File: src/rtl/attn_notifier.sv
module attn_notifier #(
  parameter int NFLAG    = 16,
  parameter int AW       = 8,
  parameter int DW       = 16,
  parameter int ITOW     = 8,
  parameter int PRESC    = 20,
  parameter logic [AW-1:0] CFG_ADDR = 8'hFF
) (
  input  logic             clk,
  input  logic             rst_n,
  input  logic [NFLAG-1:0] attn_pulse,
  input  logic             attn_rdclr,
  output logic [NFLAG-1:0] attn_flags,
  output logic             attn_any,
  input  logic             cfg_we,
  input  logic [AW-1:0]    cfg_addr,
  input  logic [DW-1:0]    cfg_wdata,
  input  logic             rx_oob_valid,
  input  logic [8:0]       rx_oob_sym,
  input  logic             tx_busy,
  input  logic             tx_activity,
  output logic             oob_req,
  input  logic             oob_ack,
  output logic [8:0]       oob_sym
);
  localparam int PW = (PRESC > 1) ? $clog2(PRESC) : 1;
  localparam logic [8:0] SYM_IDLE = 9'h100;
  localparam logic [8:0] SYM_ATTN = 9'h104;

  logic [NFLAG-1:0] flags;
  logic             notif_en, ito_en;
  logic [ITOW-1:0]  ito, tick_cnt;
  logic [PW-1:0]    presc;
  logic [1:0]       pend;

  wire cfg_hit  = cfg_we && (cfg_addr == CFG_ADDR);
  wire rise     = notif_en && |(attn_pulse & ~flags);
  wire poll_hit = rx_oob_valid && (rx_oob_sym == SYM_ATTN);
  wire take     = oob_req && oob_ack;
  wire restart  = !ito_en || tx_busy || tx_activity || take || (pend != 2'd0);
  wire tick     = (presc == PW'(PRESC - 1));
  wire expire   = !restart && tick && (tick_cnt == ito);

  wire [2:0] pend_sum = {1'b0, pend} + {2'b0, rise} + {2'b0, expire}
                        + {2'b0, poll_hit} - {2'b0, take};

  assign attn_flags = flags;
  assign attn_any   = |flags;
  assign oob_req    = (pend != 2'd0) && !tx_busy;
  assign oob_sym    = attn_any ? SYM_ATTN : SYM_IDLE;

  always_ff @(posedge clk) begin
    if (!rst_n) flags <= '0;
    else        flags <= (attn_rdclr ? '0 : flags) | attn_pulse;
  end

  always_ff @(posedge clk) begin
    if (!rst_n) begin
      notif_en <= 1'b0;
      ito_en   <= 1'b0;
      ito      <= '0;
    end else if (cfg_hit) begin
      notif_en <= cfg_wdata[15];
      ito_en   <= cfg_wdata[14];
      ito      <= cfg_wdata[ITOW-1:0];
    end
  end

  always_ff @(posedge clk) begin
    if (!rst_n || restart) begin
      presc    <= '0;
      tick_cnt <= '0;
    end else if (tick) begin
      presc    <= '0;
      tick_cnt <= (tick_cnt == ito) ? '0 : tick_cnt + 1'b1;
    end else begin
      presc    <= presc + 1'b1;
    end
  end

  always_ff @(posedge clk) begin
    if (!rst_n)                pend <= 2'd0;
    else if (pend_sum > 3'd3)  pend <= 2'd3;
    else                       pend <= pend_sum[1:0];
  end

  AST_FLAG_HOLD: assert property (@(posedge clk) disable iff (!rst_n)
    !attn_rdclr |=> ((attn_flags & $past(attn_flags)) == $past(attn_flags)));
  AST_CLEAR_WINS: assert property (@(posedge clk) disable iff (!rst_n)
    attn_rdclr |=> ((attn_flags & ~$past(attn_pulse)) == '0));
  AST_CFG_KEEP: assert property (@(posedge clk) disable iff (!rst_n)
    !cfg_hit |=> $stable({notif_en, ito_en, ito}));
  AST_NO_SOURCE: assert property (@(posedge clk) disable iff (!rst_n)
    (!notif_en && !ito_en && !poll_hit) |=> (pend <= $past(pend)));
  AST_REQ_HOLD: assert property (@(posedge clk) disable iff (!rst_n)
    (oob_req && !oob_ack) |=> (oob_req || tx_busy));
endmodule

File: config.mk
export PLATFORM = sky130hd
export DESIGN_NAME = attn_notifier
export DESIGN_NICKNAME = d
export VERILOG_FILES = /design/src/rtl/attn_notifier.sv
export SDC_FILE = /design/constraint.sdc
export NUM_CORES = 1
export LEC_CHECK = 0
export CORE_UTILIZATION = 39
export CTS_CLUSTER_DIAMETER = 40
export DETAILED_ROUTE_END_ITERATION = 8
export GPL_TIMING_DRIVEN = 0
export PLACE_DENSITY = 0.78
export SKIP_LAST_GASP = 1
export SYNTH_ARGS = -nofsm -noshare
export SYNTH_HDL_FRONTEND = slang
export SYNTH_SLANG_ARGS = --single-unit
File: constraint.sdc
create_clock -name clk -period 3.3 [get_ports clk]
set_input_delay 0.495 -clock clk [delete_from_list [all_inputs] [get_ports clk]]
set_output_delay 0.495 -clock clk [all_outputs]
set_load 0.01 [all_outputs]
==> impl_metrics.json <==
{
  "setup_viol": 0,
  "outcome": "finished clean",
  "die_height_um": 75.4,
  "design.portCount": 84,
  "post_route_cells_drive_above_1_share": 0.140,
  "critPathCaptureType": "flip-flop",
  "finalWorstPathRequiredPeriod_ns": 3.25,
  "grt_overflow_total": 0,
  "hold_buffers": 0,
  "antenna_violations_before_repair": 0,
  "post-route-util": 0.593,
  "detail_route.iter0.violations": 64,
  "required_ns": 3.48,
  "detail-route-antenna-nets": 0,
  "clock_sinks": 41,
  "seq_power_share": 0.507,
  "timing.critical_path.from_type": "input port",
  "rows": 26,
  "place_hpwl_um": 3930,
  "die_area_um2": 5690,
  "syn_to_final_growth_pct": 44.9,
  "power_switching_share": 0.236,
  "grt_first_pass_wirelength_um": 7940,
  "via_count": 1811,
  "skew_ns": 0.00486,
  "synth.distinct_cells": 41,
  "placement.setup.worst_slack_ns": -0.706,
  "portBuffers": 68,
  "power.net_switching_uw": 247,
  "router_iterations_before_antenna_repair": 4,
  "power_per_cell_area_nw_per_um2": 343,
  "gate_count_of_the_mapped_netlist": 225,
  "pwr-share-clk": 0.310,
  "clk_pin_slew_ns": 0.07,
  "largest_driver_fanout_on_the_critical_path": 2,
  "post_drt_wl_per_cell_um": 12.9,
  "setup_ws_ns": 0.0452,
  "power.combinational.fraction": 0.183,
  "ys_seq_elements": 41,
  "clock.fmax_ghz": 0.307,
  "drc": 0,
  "tritoncts": "done",
  "crit_arrival_ns": 3.44,
  "grt_max_degree": 12,
  "cts.htree.levels": 2,
  "place_congestion": 0.846,
  "synth.yosys.seq_area_share": 0.390,
  "antennaDiodeCount": 0,
  "vdd.ir_drop.worst_v": 0.000303,
  "n_fill_cell": 481,
  "synth-edff-count": 0,
  "timing_worst_setup_path_type": "input port to flip-flop",
  "final-max-slew-violation-count": 0,
  "cap_viol_max_count": 0,
  "grt_pass1_vias": 1739,
  "initial_core_util": 0.409,
  "grt_use_total": 0.188,
  "timing.final.crit_share": 0.986,
  "vias_per_cell": 4.79,
  "mostFrequentLayoutCells": "sky130_fd_sc_hd__clkdlybuf4s50_1 (61), sky130_fd_sc_hd__dfxtp_1 (38), sky130_fd_sc_hd__nor2b_1 (19), sky130_fd_sc_hd__nor2_1 (14), sky130_fd_sc_hd__inv_1 (13)",
  "fin_tns_setup_ns": 0,
  "syn_area_per_cell_um2": 9.35,
  "cts_max_path_buffers": 2,
  "power.total_uw": 1040,
  "post_synth_arst_share": 0,
  "synth_warnings": 0,
  "rsz_0062_raised_after_global_routing": "true",
  "synth.cell_area_um2": 2100,
  "worstSkewPairLatency_ns": 0.28,
  "core_region_area_um2": 5140,
  "intPower_uw": 798,
  "final_net_count": 372,
  "total_leakage_power_uw": 0.00112,
  "hold_path_class": "input port to flip-flop",
  "cts-root-buf": "sky130_fd_sc_hd__clkbuf_8",
  "cts-buffers-inserted": 5,
  "most_frequently_used_flop_master_after_synthesis": "sky130_fd_sc_hd__dfxtp_1",
  "die_width_um": 75.4,
  "detail_route.wirelength_um": 4880,
  "final_hold_viol_count": 0,
  "final_common_cell": "sky130_fd_sc_hd__clkdlybuf4s50_1"
}
[state kept, by name (all words and copies together), names as in the netlist]
register    flops
notif_en        1
tick_cnt        8
ito_en          1
presc           5
attn_flags     16
ito             8
pend            2
[synthesized netlist by cell type, types with 2 or more instances]
library cell | n | area (um2)
sky130_fd_sc_hd__a21boi_1 | 6 | 45.0
sky130_fd_sc_hd__a21oi_1 | 5 | 25.0
sky130_fd_sc_hd__and4_1 | 2 | 17.5
sky130_fd_sc_hd__buf_2 | 3 | 15.0
sky130_fd_sc_hd__buf_4 | 9 | 67.6
sky130_fd_sc_hd__clkbuf_1 | 3 | 11.3
sky130_fd_sc_hd__conb_1 | 2 | 7.51
sky130_fd_sc_hd__dfxtp_1 | 41 | 821
sky130_fd_sc_hd__fa_1 | 2 | 40.0
sky130_fd_sc_hd__ha_1 | 5 | 62.6
sky130_fd_sc_hd__inv_1 | 15 | 56.3
sky130_fd_sc_hd__mux2i_1 | 10 | 100
sky130_fd_sc_hd__nand2_1 | 7 | 26.3
sky130_fd_sc_hd__nand2b_1 | 8 | 50.1
sky130_fd_sc_hd__nand3_1 | 4 | 20.0
sky130_fd_sc_hd__nand4_1 | 8 | 50.1
sky130_fd_sc_hd__nor2_1 | 14 | 52.6
sky130_fd_sc_hd__nor2b_1 | 22 | 138
sky130_fd_sc_hd__nor3_1 | 4 | 20.0
sky130_fd_sc_hd__nor4_1 | 5 | 31.3
sky130_fd_sc_hd__o21a_1 | 12 | 90.1
sky130_fd_sc_hd__o21ai_0 | 2 | 10.0
sky130_fd_sc_hd__o22ai_1 | 3 | 18.8
sky130_fd_sc_hd__xnor2_1 | 12 | 105
sky130_fd_sc_hd__xor2_1 | 5 | 43.8
[power by group through the flow]
stage / logic, uW / registers, uW / clock network, uW
5_1_grt: 210 / 532 / 351
4_1_cts: 190 / 530 / 331
2_1_floorplan: 74.7 / 542 / 0
6_report: 191 / 530 / 324
3_3_place_gp: 181 / 540 / 0
3_5_place_dp: 185 / 540 / 0
[worst paths after layout]
path | slack (ns) | endpoint | depth (start not counted) | from
setup reg to reg | 0.06 | pend[1] | 12 | attn_flags[5]
hold reg to reg | 0.46 | presc[0] | 1 | presc[0]
hold / removal | 0.42 | attn_flags[5] | 2 | attn_pulse[5]
setup / recovery | 0.05 | pend[1] | 13 | attn_pulse[5]
[kinds of logic after synthesis]
kind of cell | count (synthesis) | share of synthesized area
AO/OA/AOI/OAI | 34 | 0.127
XOR/XNOR | 17 | 0.0708
adder cells (fa/ha/maj) | 7 | 0.0488
buffers and inverters | 31 | 0.0732
flip-flops | 41 | 0.390
multiplexers | 10 | 0.0476
other | 2 | 0.00357
AND/OR/NAND/NOR | 83 | 0.239
[layout make-up]
type,count,area (um2),share of cell area
Inverter,16,60.1,0.0197
Timing Repair Buffer,70,682,0.224
Clock buffer,7,86.3,0.0283
Multi-Input combinational cell,159,1210,0.397
Buffer,15,93.8,0.0308
Tap cell,70,87.6,0.0287
Sequential cell,41,827,0.271
[critical path: stages]
cell	delay, ns
sky130_fd_sc_hd__buf_6	0.09
sky130_fd_sc_hd__nor2b_4	0.12
sky130_fd_sc_hd__a2111oi_4	0.34
sky130_fd_sc_hd__o2111ai_2	0.22
sky130_fd_sc_hd__o41ai_4	0.44
sky130_fd_sc_hd__ha_1	0.31
sky130_fd_sc_hd__fa_1	0.45
sky130_fd_sc_hd__inv_1	0.07
sky130_fd_sc_hd__ha_2	0.16
sky130_fd_sc_hd__inv_2	0.04
sky130_fd_sc_hd__fa_2	0.51
sky130_fd_sc_hd__inv_1	0.04
sky130_fd_sc_hd__o21a_1	0.15
[per-layer routing]
layer / vias up / part of all wire / track usage
met5: - / 0 / 0
met4: 0 / 0.017 / 0.0576
met3: 7 / 0.057 / 0.0384
met2: 53 / 0.48 / 0.326
met1: 832 / 0.45 / 0.235
li1: 919 / - / -
[per-stage QoR]
step	cell area (um2)	cells	hold slack, ns
after floorplan	2130	231	0.433
after global placement	2890	369	0.450
after detailed placement	2890	369	0.466
after CTS	3030	376	0.476
after global routing	3050	378	0.417
final	3050	378	0.416
[timing repair]
action | 4_1_cts | 5_1_grt
buffers inserted | 0 | 2
pin swaps | 5 | 8
endpoints found under the hold margin | 0 | 0
endpoints found under the setup margin | 2 | 2
gates resized for setup | 19 | 15
No activity file was read; power rests on OpenSTA's default activity.
